$ cat config.mk
export PLATFORM = sky130hd
export DESIGN_NAME = vwp_clipblank
export DESIGN_NICKNAME = d
export VERILOG_FILES = /design/src/rtl/vwp_pkg.sv /design/src/rtl/vwp_tagger.sv /design/src/rtl/vwp_trs_finder.sv /design/src/rtl/vwp_word_op.sv /design/src/rtl/vwp_clipblank.sv
export SDC_FILE = /design/constraint.sdc
export NUM_CORES = 1
export LEC_CHECK = 0
export BUFFER_PORTS_ARGS = -buffer_cell sky130_fd_sc_hd__clkbuf_2
export CAP_MARGIN = 20
export CORE_MARGIN = 2
export CORE_UTILIZATION = 40
export CTS_BUF_LIST = sky130_fd_sc_hd__clkbuf_2
export CTS_CLUSTER_DIAMETER = 40
export DETAILED_ROUTE_END_ITERATION = 6
export MAX_ROUTING_LAYER = met4
export SLEW_MARGIN = 20
export SYNTH_ARGS = -nofsm -noshare
export SYNTH_HDL_FRONTEND = slang
export SYNTH_SLANG_ARGS = --single-unit
$ cat constraint.sdc
create_clock -name clk -period 3.5 [get_ports clk]
set_input_delay 0.525 -clock clk [delete_from_list [all_inputs] [get_ports clk]]
set_output_delay 0.525 -clock clk [all_outputs]
set_load 0.01 [all_outputs]
$ cat src/rtl/vwp_pkg.sv
package vwp_pkg;

   localparam int VW      = 10;
   localparam int TRS_LEN = 4;

   localparam logic [2:0] STD_CMP   = 3'd0;
   localparam logic [2:0] STD_NTSC  = 3'd1;
   localparam logic [2:0] STD_PAL   = 3'd2;
   localparam logic [2:0] STD_RGBA  = 3'd3;
   localparam logic [2:0] STD_YCCA  = 3'd4;

   localparam logic [VW-1:0] LVL_CHROMA = 10'h200;
   localparam logic [VW-1:0] LVL_LUMA   = 10'h040;
   localparam logic [VW-1:0] LVL_NTSC   = 10'h0F0;
   localparam logic [VW-1:0] LVL_PAL    = 10'h100;

   // Blanking level for a standard and word phase (phase bit 0 set = luma/alpha slot)
   function automatic logic [VW-1:0] blank_level(input logic [2:0] sd, input logic [1:0] ph);
      logic [VW-1:0] lv;
      case (sd)
         STD_NTSC: lv = LVL_NTSC;
         STD_PAL:  lv = LVL_PAL;
         STD_RGBA: lv = LVL_LUMA;
         default:  lv = ph[0] ? LVL_LUMA : LVL_CHROMA;
      endcase
      return lv;
   endfunction

endpackage

$ cat src/rtl/vwp_tagger.sv
module vwp_tagger
   import vwp_pkg::*;
#(
   parameter int IDX_W = 2,
   parameter int PH_W  = 2
) (
   input  logic             clk,
   input  logic             rst,
   input  logic             vld,
   input  logic             start,
   output logic             exp,
   output logic [IDX_W-1:0] idx,
   output logic [PH_W-1:0]  ph
);
   localparam logic [IDX_W-1:0] LAST = IDX_W'(TRS_LEN - 1);

   logic             run_q;
   logic [IDX_W-1:0] nxt_q;
   logic [PH_W-1:0]  ph_q;

   always_comb begin
      exp = 1'b0;
      idx = '0;
      if (vld && start) begin
         exp = 1'b1;
      end else if (vld && run_q) begin
         exp = 1'b1;
         idx = nxt_q;
      end
      ph = ph_q;
   end

   always_ff @(posedge clk) begin
      if (rst) begin
         run_q <= 1'b0;
         nxt_q <= '0;
         ph_q  <= '0;
      end else if (vld) begin
         if (exp && idx == LAST) begin
            run_q <= 1'b0;
            nxt_q <= '0;
            ph_q  <= '0;
         end else begin
            ph_q <= ph_q + 1'b1;
            if (exp) begin
               run_q <= 1'b1;
               nxt_q <= idx + 1'b1;
            end
         end
      end
   end


   run_pos_chk: assert property (@(posedge clk) disable iff (rst)
      run_q |-> (nxt_q != '0));

endmodule

$ cat src/rtl/vwp_trs_finder.sv
module vwp_trs_finder #(
   parameter int WORD_W = 10
) (
   input  logic              clk,
   input  logic              rst,
   input  logic              in_v,
   input  logic [WORD_W-1:0] in_w,
   input  logic              p1_v,
   input  logic [WORD_W-1:0] p1_w,
   input  logic              p2_v,
   input  logic [WORD_W-1:0] p2_w,
   output logic              det,
   output logic              mark_new
);
   localparam logic [WORD_W-1:0] ONES  = {WORD_W{1'b1}};
   localparam logic [WORD_W-1:0] ZEROS = '0;

   logic pend_q;

   assign det      = in_v && p1_v && p2_v && (p2_w == ONES) && (p1_w == ZEROS) && (in_w == ZEROS);
   assign mark_new = det || (pend_q && in_v);

   always_ff @(posedge clk) begin
      if (rst)       pend_q <= 1'b0;
      else if (det)  pend_q <= 1'b1;
      else if (in_v) pend_q <= 1'b0;
   end


   pend_excl_chk: assert property (@(posedge clk) disable iff (rst)
      pend_q |-> !det);

endmodule

$ cat src/rtl/vwp_word_op.sv
module vwp_word_op
   import vwp_pkg::*;
#(
   parameter int WORD_W = 10,
   parameter int IDX_W  = 2,
   parameter int PH_W   = 2
) (
   input  logic [WORD_W-1:0] w,
   input  logic [WORD_W-1:0] xyz,
   input  logic [2:0]        sd,
   input  logic [PH_W-1:0]   ph,
   input  logic [IDX_W-1:0]  idx,
   input  logic              active,
   input  logic              blank_n,
   input  logic              exp,
   input  logic              trs,
   input  logic              tb_en,
   input  logic              clip_en,
   input  logic              ins_en,
   output logic [WORD_W-1:0] y
);
   localparam logic [WORD_W-1:0] ONES    = {WORD_W{1'b1}};
   localparam logic [WORD_W-1:0] CLIP_LO = WORD_W'(4);
   localparam logic [WORD_W-1:0] CLIP_HI = ONES - WORD_W'(4);

   logic [WORD_W-1:0] lvl, s_tb, s_cl, s_bk;

   always_comb begin
      lvl  = blank_level(sd, ph);
      s_tb = (tb_en && trs && !exp) ? lvl : w;
      s_cl = s_tb;
      if (clip_en && active) begin
         if (s_tb < CLIP_LO)      s_cl = CLIP_LO;
         else if (s_tb > CLIP_HI) s_cl = CLIP_HI;
      end
      s_bk = blank_n ? s_cl : lvl;
      y    = s_bk;
      if (ins_en && exp) begin
         case (idx)
            IDX_W'(0): y = ONES;
            IDX_W'(TRS_LEN - 1): y = xyz;
            default: y = '0;
         endcase
      end
   end

endmodule

$ cat src/rtl/vwp_clipblank.sv
module vwp_clipblank
   import vwp_pkg::*;
#(
   parameter int WORD_W = 10
) (
   input  logic              clk,
   input  logic              rst,
   input  logic              in_vld,
   input  logic [WORD_W-1:0] in_word,
   input  logic [2:0]        in_std,
   input  logic              in_active,
   input  logic              in_blank_n,
   input  logic              fw_en,
   input  logic              fw_trs_start,
   input  logic [WORD_W-1:0] fw_xyz,
   input  logic              trs_blank_en,
   input  logic              clip_en,
   input  logic              trs_ins_en,
   output logic              out_vld,
   output logic [WORD_W-1:0] out_word
);
   localparam int NSTG  = 3;
   localparam int LAT   = NSTG + 1;
   localparam int PH_W  = 2;
   localparam int IDX_W = $clog2(TRS_LEN);
   localparam int CYC_W = $clog2(LAT + 1);

   generate
      if (WORD_W != VW) begin : g_bad_width
         $error("vwp_clipblank: blanking levels are defined for %0d-bit words", VW);
      end
      if (TRS_LEN != 4) begin : g_bad_trs
         $error("vwp_clipblank: TRS length must be 4");
      end
      if (NSTG < 3) begin : g_bad_depth
         $error("vwp_clipblank: detection window needs three stages");
      end
   endgenerate

   typedef struct packed {
      logic              vld;
      logic [WORD_W-1:0] word;
      logic [WORD_W-1:0] xyz;
      logic [2:0]        sd;
      logic [PH_W-1:0]   ph;
      logic [IDX_W-1:0]  idx;
      logic              exp;
      logic              trs;
      logic              active;
      logic              blank_n;
      logic              tb_en;
      logic              clip_en;
      logic              ins_en;
   } stg_t;

   stg_t             head;
   stg_t             st [1:NSTG];
   logic             t_exp;
   logic [IDX_W-1:0] t_idx;
   logic [PH_W-1:0]  t_ph;
   logic             det, mark_new;
   logic [WORD_W-1:0] op_y;

   vwp_tagger #(.IDX_W(IDX_W), .PH_W(PH_W)) u_tag (
      .clk   (clk),
      .rst   (rst),
      .vld   (in_vld),
      .start (fw_trs_start),
      .exp   (t_exp),
      .idx   (t_idx),
      .ph    (t_ph)
   );

   vwp_trs_finder #(.WORD_W(WORD_W)) u_find (
      .clk      (clk),
      .rst      (rst),
      .in_v     (in_vld),
      .in_w     (in_word),
      .p1_v     (st[1].vld),
      .p1_w     (st[1].word),
      .p2_v     (st[2].vld),
      .p2_w     (st[2].word),
      .det      (det),
      .mark_new (mark_new)
   );

   always_comb begin
      head.vld     = in_vld;
      head.word    = in_word;
      head.xyz     = fw_xyz;
      head.sd      = in_std;
      head.ph      = t_ph;
      head.idx     = t_idx;
      head.exp     = t_exp;
      head.trs     = mark_new;
      head.active  = in_active;
      head.blank_n = in_blank_n;
      head.tb_en   = trs_blank_en && fw_en;
      head.clip_en = clip_en;
      head.ins_en  = trs_ins_en;
   end

   always_ff @(posedge clk) begin
      if (rst) begin
         for (int k = 1; k <= NSTG; k++) st[k] <= '0;
      end else begin
         st[1] <= head;
         for (int k = 2; k <= NSTG; k++) begin
            st[k]     <= st[k-1];
            st[k].trs <= st[k-1].trs || det;
         end
      end
   end

   vwp_word_op #(.WORD_W(WORD_W), .IDX_W(IDX_W), .PH_W(PH_W)) u_op (
      .w       (st[NSTG].word),
      .xyz     (st[NSTG].xyz),
      .sd      (st[NSTG].sd),
      .ph      (st[NSTG].ph),
      .idx     (st[NSTG].idx),
      .active  (st[NSTG].active),
      .blank_n (st[NSTG].blank_n),
      .exp     (st[NSTG].exp),
      .trs     (st[NSTG].trs),
      .tb_en   (st[NSTG].tb_en),
      .clip_en (st[NSTG].clip_en),
      .ins_en  (st[NSTG].ins_en),
      .y       (op_y)
   );

   always_ff @(posedge clk) begin
      if (rst) begin
         out_vld  <= 1'b0;
         out_word <= '0;
      end else begin
         out_vld  <= st[NSTG].vld;
         out_word <= op_y;
      end
   end

   // ---------------- checks ----------------
   logic [CYC_W-1:0]  cyc_q;
   logic [WORD_W-1:0] lvl_chk;
   logic              ins_hit;

   always_ff @(posedge clk) begin
      if (rst)                   cyc_q <= '0;
      else if (cyc_q != CYC_W'(LAT)) cyc_q <= cyc_q + 1'b1;
   end

   assign lvl_chk = blank_level(st[NSTG].sd, st[NSTG].ph);
   assign ins_hit = st[NSTG].ins_en && st[NSTG].exp;


   vld_latency_chk: assert property (@(posedge clk) disable iff (rst)
      (cyc_q == CYC_W'(LAT)) |-> (out_vld == $past(in_vld, 4)));


   clip_range_chk: assert property (@(posedge clk) disable iff (rst)
      (st[NSTG].vld && st[NSTG].clip_en && st[NSTG].active && !ins_hit)
      |=> (out_word >= WORD_W'(4)) && (out_word <= ({WORD_W{1'b1}} - WORD_W'(4))));


   blank_level_chk: assert property (@(posedge clk) disable iff (rst)
      (st[NSTG].vld && !st[NSTG].blank_n && !ins_hit) |=> (out_word == $past(lvl_chk)));


   ins_head_chk: assert property (@(posedge clk) disable iff (rst)
      (st[NSTG].vld && ins_hit && st[NSTG].idx == '0) |=> (out_word == {WORD_W{1'b1}}));


   ins_xyz_chk: assert property (@(posedge clk) disable iff (rst)
      (st[NSTG].vld && ins_hit && st[NSTG].idx == IDX_W'(TRS_LEN - 1))
      |=> (out_word == $past(st[NSTG].xyz)));

endmodule

== Word level (Yosys, flattened, before mapping) ==
Memories as Yosys holds them, arrays and structs flattened.
Index checks and enable logic that the tools add are counted.
Widths: inputs -> output; s select.

* Register bits: 17
* Memory bits (writable): 105
* Output and inout port bits: 11
* Logic and storage cells: 74
* Memories: 1

* $add $sub $neg: 2
* Magnitude comparators: 2
* Eq/ne operators: 6
* Mux-type cells: 28
* Bitwise logic cells: 5
* Reduce and logical (&&, ||, !) cells: 24

{| class="wikitable"
|+ Memories
! name !! words !! width !! read ports !! clocked after memory_dff !! wr ports !! line !! RTL
|-
| st || 3 || 35 || 3 || 0 || 3 || vwp_clipblank.sv:57 || <nowiki>stg_t st [1:NSTG];</nowiki>
|}

{| class="wikitable"
|+ Operator list
! kind !! count
|-
| $mux 35 || 3
|-
| $mux 10 || 7
|-
| $pmux 10 s3 || 1
|-
| $logic_not 10->1 || 2
|-
| $pmux 10 s2 || 1
|-
| $logic_and 1x1->1 || 14
|-
| $mux 1 || 11
|-
| $eq 10x10->1 const B || 1
|-
| $gt 10x10->1 const B || 1
|-
| $lt 10x3->1 const B || 1
|-
| $mux 2 || 5
|-
| $eq 3x2->1 const B || 2
|-
| $or 1x1->1 || 5
|-
| $add 2x1->2 const B || 2
|-
| $eq 2x2->1 const B || 2
|-
| $reduce_bool 2->1 || 2
|-
| $eq 3x1->1 const B || 1
|-
| $logic_or 1x1->1 || 3
|-
| $logic_not 2->1 || 1
|-
| $reduce_and 2->1 || 1
|-
| $logic_not 1->1 || 1
|}

== Longest topological paths before layout ==
Gate-level depths: netlist of the first run.

* Depth after elaboration: 9
* Gate-level depth with buffers: 9
* Depth with buffers taken out: 8

== Cells and area by module ==
From an unflattened synthesis of the first run, not the netlist that was laid out.

* Cell total of the unflattened synthesis: 348
* Area total of the unflattened synthesis: 3,907.5 um^2

{| class="wikitable"
|+ By module, submodules not included
! module !! instances !! cells an instance !! area each (um^2) !! seq. area each (um^2)
|-
| vwp_clipblank || 1 || 244 || 3,125.5 || 2,322.2
|-
| vwp_word_op || 1 || 62 || 409.1 || 0.0
|-
| vwp_tagger || 1 || 24 || 245.2 || 100.1
|-
| vwp_trs_finder || 1 || 18 || 127.6 || 20.0
|}

== Worst setup path after synthesis of the first run ==
OpenSTA, ideal clock, no wires.

* Path kind: reg2reg
* Start: register, netlist name st[0][112]
* End: register out_word[2]
* Library setup time: 0.095 ns
* Arrival time: 1.628 ns
* Required time: 3.405 ns
* Path slack: 1.776 ns
* Stages on the path, launching flop included: 7
* Path buffers: 0
* Clock period less this slack: 1.724 ns
* Path through: dfxtp_1 -> inv_1 -> ha_1 -> nand3b_1 -> or2_2 -> and2_1 -> a221oi_1

{| class="wikitable"
|+ RTL lines
! element !! line !! RTL
|-
| to (signal assigned) || vwp_clipblank.sv:137 || <nowiki>out_word <= op_y;</nowiki>
|-
| to (decl) || vwp_clipblank.sv:20 || <nowiki>output logic [WORD_W-1:0] out_word</nowiki>
|}

==> results.sh, run 1 <==
export IMPL_status="finished clean"
export IMPL_swShare=0.2268
export IMPL_comb_power_share=0.042
export IMPL_htreeDepth=4
export IMPL_ys_types=38
export IMPL_first_iter_violations=69
export IMPL_synth_edf_count=0
export IMPL_synth_seq_area_share=0.6353
export IMPL_p_sw_uw=518.9
export IMPL_grt_pass1_wl_mm=9.729
export IMPL_grt_max_degree=78
export IMPL_final_area_sq_um=4225
export IMPL_power_frac_seq=0.615
export IMPL_numPortBuffers=43
export IMPL_die_h_microns=100.4
export IMPL_yosysWarnings=0
export IMPL_die_area_sq_um=10080
export IMPL_p_per_area_nw_per_um2=541.4
export IMPL_yosysTopAreaCellShare=0.6353
export IMPL_grt_remaining_overflow=0
export IMPL_ys_seq_elements=118
export IMPL_timing_final_crit_share=0.5347
export IMPL_initial_core_util=0.4082
export IMPL_worstMarginPinSlew_ps=705.9
export IMPL_path_max_fanout=9
export IMPL_setup_viol=0
export IMPL_cts_buffers=17
export IMPL_netlist_area_sq_um=3719
export IMPL_ant_nets=0
export IMPL_place_congestion=0.8173
export IMPL_final_util=0.4639
export IMPL_routed_via_density=4.579
export IMPL_grt_pass1_vias=2125
export IMPL_yosysMostFrequentCell="dfxtp_1"
export IMPL_synthArstFlopShare=0
export IMPL_max_vdd_ir_drop_uv=211.6
export IMPL_cp_start_kind="flop"
export IMPL_synth_cells=344
export IMPL_slew_headroom=0.5294
export IMPL_diodes=0
export IMPL_clock_sinks=118
export IMPL_cts_hold_buf=0
export IMPL_clock_skew_ps=28.01
export IMPL_slew_violations=0
export IMPL_ys_top_cells_by_area="dfxtp_1, nor2b_1, a21oi_1"
export IMPL_synth_ff_type="dfxtp_1"
export IMPL_clkTransAtPathRegs_ps=180
export IMPL_cp_end_kind="flop"
export IMPL_dpl_cell_area_sq_um=4011
export IMPL_clock_latency_ps=610
export IMPL_cp_required_ps=4010
export IMPL_worstPathArrival_ps=2390
export IMPL_avgSynthCellArea_sq_um=10.81
export IMPL_finalSetupTns_ps=0
export IMPL_hold_path_class="in -> reg"
export IMPL_yosys_area_top_type="dfxtp_1"
export IMPL_syn_num_nets=380
export IMPL_internal_power_mw=1.769
export IMPL_finalHoldViolations=0
export IMPL_cts_root_buf="clkbuf_2"
export IMPL_vias=2349
export IMPL_num_rows=35
export IMPL_routedWlPerCell_microns=11.32
export IMPL_final_layout_size_suffix_gt1_frac=0.2015
export IMPL_globalRouteTotalUtil=0.1324
export IMPL_max_cap_violations=0
export IMPL_synth_top_cells_by_count="dfxtp_1, nor2b_1, a21oi_1"
export IMPL_crit_type="reg -> reg"
export IMPL_cts_setup_buffers=0
export IMPL_min_period_ps=1871
export IMPL_core_sq_um=9109
export IMPL_wirelength_mm=5.806
export IMPL_drtPass1Iterations=4
export IMPL_timing_final_ws_setup_ps=1629
export IMPL_drc=0
export IMPL_antenna_found_initial=0
export IMPL_cts_tree="yes"
export IMPL_clkPwrFrac=0.343
export IMPL_ios=44
export IMPL_pre_cts_slack_ps=1603
export IMPL_place_hpwl_mm=4.054
export IMPL_power_leakage_nw=1.718
export IMPL_rsz0062_at_grt="no"
export IMPL_nets=425
export IMPL_max_freq_mhz=534.3
export IMPL_post_cts_resized=0
export IMPL_hold_slack_ps=106.4
export IMPL_die_width_microns=100.4
export IMPL_syn_to_final_growth_pct=13.63
export IMPL_clock_path_buffers=2
==> area by class of cell <==
class,count,area (sq um)
fill,873,4883
sequential,118,2362
multi-input combinational,203,1266
timing repair buffer,44,225.2
tap,111,138.9
clock inverter,11,108.9
clock buffer,21,105.1
inverter,5,18.77
==> per-layer routing <==
metal,vias to the layer above,share of wire,global-route usage
met5,-,0,-
met4,0,0.0095,0.06428
met3,11,0.042,0.05919
met2,43,0.49,0.1967
met1,1066,0.46,0.1522
li1,1229,-,-
==> registers in the layout, summed over array words and instances, names as in the netlist <==
register,cells
st,102
out_word,10
u_tag.nxt_q,2
out_vld,1
u_find.pend_q,1
u_tag.ph,1
u_tag.run_q,1
==> cell families after synthesis <==
logic type / count (synthesis) / share of synthesized area
fa+ha+maj: 3 / 0.01010
simple gates: 153 / 0.2483
buf+inv: 23 / 0.02423
mux: 2 / 0.005720
flops: 118 / 0.6353
compound gates: 45 / 0.07638
==> layout by cell type, fill, tap and decap left out, types with 2 or more instances in the layout <==
cell type,instances
a211oi_1,3
a21oi_1,19
a22oi_1,2
and2_1,5
buf_4,2
bufinv_16,2
clkbuf_2,63
clkinv_2,6
clkinvlp_4,2
dfxtp_1,118
ha_1,3
inv_1,5
nand2_1,11
nand2b_1,3
nand3b_1,2
nand4_1,3
nand4b_1,3
nor2_1,10
nor2b_1,98
nor3_1,3
nor4_1,6
o21a_1,4
o21ai_0,4
o22ai_1,4
o32ai_1,3
or2_2,2
or3b_2,2
==> per-stage QoR <==
| step | std cells | power, mW |
|---|---|---|
| floorplan | 344 | 1.498 |
| global placement | 481 | 1.533 |
| detailed placement | 481 | 1.535 |
| CTS | 513 | 2.333 |
| global route | 513 | 2.414 |
| finish | 513 | 2.287 |
==> worst paths after layout <==
| path | cells after the start | end | start | slack, ps |
|---|---|---|---|---|
| min | 2 | st[0][56] | fw_xyz[7] | 110 |
| max reg2reg | 6 | out_word[2] | st[0][112] | 1630 |
| max | 6 | out_word[2] | st[0][112] | 1630 |
| min reg2reg | 1 | st[0][87] | st[0][52] | 420 |
==> power groups by stage <==
stage	logic [mW]	registers (mW)	clock network [mW]
after floorplan	0.0657	1.43	0
after global placement	0.0958	1.44	0
after detailed placement	0.0973	1.44	0
after CTS	0.0976	1.41	0.827
after global routing	0.109	1.41	0.891
final	0.0951	1.41	0.785
==> worst max-delay path, stage by stage, from the launching register on <==
cell      delay (ps)
dfxtp_1          360
inv_1             50
ha_1             290
nand3b_1         320
or2_2            380
and2_1           160
a221oi_1         240
No activity file was read; power rests on OpenSTA's default activity.
==> inputs of run 2 (changes only) <==
==> constraint.sdc (replaced) <==
create_clock -name clk -period 1.7 [get_ports clk]
set_input_delay 0.255 -clock clk [delete_from_list [all_inputs] [get_ports clk]]
set_output_delay 0.255 -clock clk [all_outputs]
set_load 0.01 [all_outputs]
==> results.sh, run 2 (synthesis results as in run 1) <==
export IMPL_status="finished clean"
export IMPL_grt_pass1_wl_mm=10.78
export IMPL_power_leakage_nw=1.934
export IMPL_p_per_area_nw_per_um2=1030
export IMPL_max_cap_violations=0
export IMPL_nets=473
export IMPL_r2r_start="st[0][112]"
export IMPL_grt_pass1_vias=2366
export IMPL_cts_buffers=17
export IMPL_grt_max_degree=70
export IMPL_hold_path_class="in -> reg"
export IMPL_r2r_setup_slack_ps=110
export IMPL_final_cell_mix="dfxtp_1, nor2b_1, clkbuf_2"
export IMPL_cpPeakStageDelay_ps=350
export IMPL_syn_to_final_growth_pct=27.09
export IMPL_cts_root_buf="clkbuf_2"
export IMPL_cts_tree="yes"
export IMPL_final_layout_size_suffix_gt1_frac=0.1897
export IMPL_die_width_microns=100.4
export IMPL_clock_sinks=118
export IMPL_setup_viol=0
export IMPL_numPortBuffers=43
export IMPL_critPathSlowestCell="dfxtp_2"
export IMPL_worstPathArrival_ps=2110
export IMPL_cp_start_kind="flop"
export IMPL_num_rows=35
export IMPL_ant_nets=0
export IMPL_min_period_ps=1586
export IMPL_core_sq_um=9109
export IMPL_slew_headroom=0.7420
export IMPL_routed_via_density=4.483
export IMPL_cp_end_kind="flop"
export IMPL_reg2reg_to="out_word[2]"
export IMPL_initial_core_util=0.4082
export IMPL_die_area_sq_um=10080
export IMPL_largest_reg_flops=102
export IMPL_clock_path_buffers=2
export IMPL_crit_start="st[0][112]"
export IMPL_drc=0
export IMPL_max_freq_mhz=630.4
export IMPL_diodes=0
export IMPL_timing_final_crit_share=0.9332
export IMPL_finalSetupTns_ps=0
export IMPL_layout_commonest_cell="dfxtp_1"
export IMPL_grt_remaining_overflow=0
export IMPL_path_max_fanout=2
export IMPL_die_h_microns=100.4
export IMPL_routedWlPerCell_microns=11.37
export IMPL_crit_chain="inv_1 -> ha_1 -> nand3b_1 -> or2_4 -> and2_1 -> a221oi_2"
export IMPL_rsz0062_at_grt="no"
export IMPL_worstMarginPinSlew_ps=384.1
export IMPL_clock_skew_ps=21.05
export IMPL_place_hpwl_mm=4.113
export IMPL_first_iter_violations=83
export IMPL_top_register="st"
export IMPL_htreeDepth=4
export IMPL_cts_setup_buffers=0
export IMPL_min_delay_path_depth=4
export IMPL_wirelength_mm=6.356
export IMPL_crit_type="reg -> reg"
export IMPL_clkTransAtPathRegs_ps=150
export IMPL_cp_required_ps=2220
export IMPL_slew_violations=0
export IMPL_globalRouteTotalUtil=0.1442
export IMPL_final_util=0.5188
export IMPL_max_vdd_ir_drop_uv=506.8
export IMPL_cp_endpoint="out_word[2]"
export IMPL_ios=44
export IMPL_finalHoldViolations=0
export IMPL_antenna_found_initial=0
export IMPL_reg2regPathDepth=6
export IMPL_top_regs="st x102, out_word x10, u_tag.nxt_q x2"
export IMPL_drtPass1Iterations=4
export IMPL_vias=2506
export IMPL_clock_latency_ps=600
export IMPL_place_congestion=0.7721
==> run 2: changes by cell type in the layout (fill, tap and decap cells not counted), moves of 2 or more <==
cell           previous run  this run
dfxtp_1                 118       116
dfxtp_2                   0         2
clkinv_1                  1         4
clkinv_2                  6         4
clkbuf_2                 63        59
buf_4                     2         7
dlygate4sd3_1             0        42
==> run 2: cell type report <==
type | instances | area [sq um]
Fill cell | 825 | 4383
Timing Repair Buffer | 92 | 703.2
Clock inverter | 13 | 140.1
Multi-Input combinational cell | 203 | 1275
Tap cell | 111 | 138.9
Clock buffer | 17 | 85.08
Sequential cell | 118 | 2365
Inverter | 5 | 18.77
==> run 2: power breakdown <==
| group | switching [mW] | internal [mW] | leakage (nW) |
|---|---|---|---|
| combinational | 0.110 | 0.169 | 0.831 |
| sequential | 0.0346 | 2.86 | 0.968 |
| clock | 0.918 | 0.772 | 0.135 |
| total | 1.06 | 3.80 | 1.93 |
==> run 2: critical path: cells and delay by family, from the launching register on <==
family	cells	cell delay (ps)
AO/OA/AOI/OAI	1	220
adder cells (fa/ha/maj)	1	300
buffers and inverters	1	40
flip-flops	1	350
AND/OR/NAND/NOR	3	620
==> run 2: worst min-delay path by stage <==
stage	from	endpoint
after CTS	trs_blank_en	st[0][37]
after global placement	st[0][139]	out_vld
final	trs_blank_en	st[0][37]
after floorplan	fw_en	st[0][37]
after detailed placement	st[0][77]	st[0][112]
after global routing	trs_blank_en	st[0][37]
==> run 2: per-layer routing <==
metal | track usage | vias up | share of wire
li1 | - | 1329 | -
met3 | 0.06058 | 10 | 0.036
met2 | 0.2179 | 42 | 0.48
met4 | 0.06428 | 0 | 0.015
met5 | - | - | 0
met1 | 0.1676 | 1125 | 0.47
==> run 2: timing repair <==
item,4_1_cts,5_1_grt
hold buffers,42,0
setup endpoints to repair,0,1
gates resized for setup,0,3
endpoints found under the hold margin,42,0
==> run 2: metrics by stage <==
step                      power, mW  cell area (sq um)  hold slack (ps)  std cells  worst slack (ps)
after floorplan               3.084               3721            368.8        344             21.96
after global placement        3.161               4071            418.9        487             152.9
after detailed placement      3.165               4071            420.4        487             100.6
after CTS                     4.949               4717            287.3        559             81.68
after global routing          5.128               4726            290.3        559             1.957
final                         4.868               4726            376.7        559             113.6
==> inputs of run 3 (changes only) <==
--- a/config.mk
+++ b/config.mk
@@ -5,9 +5,9 @@
 export SDC_FILE = /design/constraint.sdc
 export NUM_CORES = 1
 export LEC_CHECK = 0
+export ABC_AREA = 1
 export BUFFER_PORTS_ARGS = -buffer_cell sky130_fd_sc_hd__clkbuf_2
-export CAP_MARGIN = 20
-export CORE_MARGIN = 2
+export CAP_MARGIN = 15
 export CORE_UTILIZATION = 40
 export CTS_BUF_LIST = sky130_fd_sc_hd__clkbuf_2
 export CTS_CLUSTER_DIAMETER = 40
==> results.sh, run 3 <==
export IMPL_status="finished clean"
export IMPL_numPortBuffers=43
export IMPL_setup_viol=0
export IMPL_synth_cells=495
export IMPL_grt_max_degree=58
export IMPL_clock_sinks=118
export IMPL_clkTransAtPathRegs_ps=170
export IMPL_cp_required_ps=2220
export IMPL_slew_violations=0
export IMPL_max_freq_mhz=648.3
export IMPL_clock_skew_ps=35.47
export IMPL_routedWlPerCell_microns=9.439
export IMPL_htreeDepth=4
export IMPL_yosysWarnings=0
export IMPL_cts_tree="yes"
export IMPL_clock_path_buffers=2
export IMPL_grt_pass1_wl_mm=12.00
export IMPL_min_delay_path_depth=4
export IMPL_yosysMostFrequentCell="dfxtp_1"
export IMPL_synth_ff_type="dfxtp_1"
export IMPL_yosys_area_top_type="dfxtp_1"
export IMPL_vias=2999
export IMPL_final_layout_size_suffix_gt1_frac=0.1343
export IMPL_antenna_found_initial=0
export IMPL_largest_reg_flops=102
export IMPL_cts_root_buf="clkbuf_2"
export IMPL_placedCellCount=655
export IMPL_clock_latency_ps=620
export IMPL_grt_remaining_overflow=0
export IMPL_synth_seq_area_share=0.6022
export IMPL_max_cap_violations=0
export IMPL_top_regs="st x102, out_word x10, u_tag.nxt_q x2"
export IMPL_syn_to_final_growth_pct=27.91
export IMPL_cts_buffers=17
export IMPL_path_max_fanout=1
export IMPL_diodes=0
export IMPL_final_area_sq_um=5017
export IMPL_fillCellCount=959
export IMPL_timing_final_crit_share=0.9073
export IMPL_max_vdd_ir_drop_uv=615.0
export IMPL_crit_type="in -> reg"
export IMPL_r2r_start="st[0][112]"
export IMPL_yosysTopAreaCellShare=0.6022
export IMPL_cts_setup_buffers=0
export IMPL_netlist_area_sq_um=3923
export IMPL_wirelength_mm=6.909
export IMPL_globalRouteTotalUtil=0.1604
export IMPL_ios=44
export IMPL_num_rows=35
export IMPL_syn_num_nets=531
export IMPL_reg2regPathDepth=5
export IMPL_die_area_sq_um=10210
export IMPL_cp_start_kind="input pin"
export IMPL_top_register="st"
export IMPL_die_h_microns=101.0
export IMPL_avgSynthCellArea_sq_um=7.924
export IMPL_finalHoldViolations=0
export IMPL_ys_seq_elements=118
export IMPL_power_leakage_nw=2.364
export IMPL_layout_commonest_cell="dfxtp_1"
export IMPL_synth_top_cells_by_count="dfxtp_1, inv_1, nor2_1"
export IMPL_initial_core_util=0.4186
export IMPL_place_hpwl_mm=4.515
export IMPL_final_cell_mix="dfxtp_1, inv_1, nor2_1"
export IMPL_rsz0062_at_grt="no"
export IMPL_core_sq_um=9371
export IMPL_drc=0
export IMPL_reg2reg_to="out_word[9]"
export IMPL_hold_path_class="in -> reg"
export IMPL_synthArstFlopShare=0
export IMPL_worstPathArrival_ps=2060
export IMPL_ys_top_cells_by_area="dfxtp_1, inv_1, nor2_1"
export IMPL_min_period_ps=1542
export IMPL_routed_via_density=4.097
export IMPL_ys_types=23
export IMPL_synth_edf_count=0
export IMPL_die_width_microns=101.0
export IMPL_grt_pass1_vias=2787
export IMPL_cp_end_kind="flop"
export IMPL_min_delay_worst_endpoint="st[0][55]"
export IMPL_worstMarginPinSlew_ps=410.1
export IMPL_slew_headroom=0.7237
export IMPL_layout_cells_non_filler=732
export IMPL_p_per_area_nw_per_um2=1061
export IMPL_hold_path_startpoint="fw_xyz[6]"
export IMPL_r2r_setup_slack_ps=270
export IMPL_drtPass1Iterations=4
export IMPL_nets=626
export IMPL_place_congestion=0.8205
export IMPL_first_iter_violations=84
export IMPL_dpl_cell_area_sq_um=4269
export IMPL_finalSetupTns_ps=0
export IMPL_ant_nets=0
[run 3: worst max-delay path by stage]
stage	cells after the start	slack, ps	to	startpoint
2_1_floorplan	12	430	out_word[2]	st[0][111]
3_3_place_gp	12	270	out_word[2]	st[0][118]
3_5_place_dp	11	260	out_word[0]	st[0][107]
4_1_cts	1	260	out_vld	out_vld
5_1_grt	11	70	out_word[1]	st[0][107]
6_report	6	160	st[0][37]	fw_en
[run 3: cells by family after synthesis]
family	after synthesis	share of synthesized area
AO/OA/AOI/OAI	26	0.03828
flip-flops	118	0.6022
AND/OR/NAND/NOR	216	0.2217
buffers and inverters	132	0.1282
adder cells (fa/ha/maj)	3	0.009570
[run 3: per-stage QoR]
step	hold WS, ps	total power, mW	setup slack, ps	utilization
final	353.2	5.325	157.6	0.5354
after global routing	274.8	5.592	74.50	0.5354
after CTS	253.9	5.405	259.4	0.5354
after detailed placement	393.7	3.190	264.7	0.4555
after global placement	390.2	3.186	268.8	0.4555
after floorplan	331.9	3.101	433.6	-
[run 3: what timing repair did]
| item | in CTS | in global routing |
|---|---|---|
| hold endpoints to repair | 52 | 0 |
| hold buffers | 45 | 0 |
| setup endpoints to repair | 0 | 0 |
| gates resized for setup | 0 | 0 |
[run 3: final cells by class]
class / count / area [sq um] / area share
clock buffer: 18 / 90.09 / 0.01796
clock inverter: 14 / 207.7 / 0.04140
inverter: 118 / 442.9 / 0.08828
multi-input combinational: 245 / 1057 / 0.2107
sequential: 118 / 2362 / 0.4708
tap: 129 / 161.4 / 0.03217
timing repair buffer: 90 / 695.7 / 0.1387
[run 3: where the power goes]
group	leakage, nW	switching (mW)	internal (mW)	total [mW]
clock	0.167	1.01	1.11	2.12
sequential	0.968	0.0298	2.87	2.90
combinational	1.23	0.154	0.153	0.307
total	2.36	1.20	4.13	5.32
[run 3: worst max-delay path, stage by stage]
cell and delay, ps:
dlygate4sd3_1 530, clkbuf_2 100, nand2_1 40, dlygate4sd3_1 540, nor2_1 40, dlygate4sd3_1 560
[run 3: layer usage]
layer  global-route usage  vias to the layer above  wire length, microns
met5                    -                        -                     0
met4              0.07023                        0                    80
met3              0.05340                        8                   316
met2               0.2482                       48                  3208
met1               0.1902                     1303                  3303
li1                     -                     1640                     -
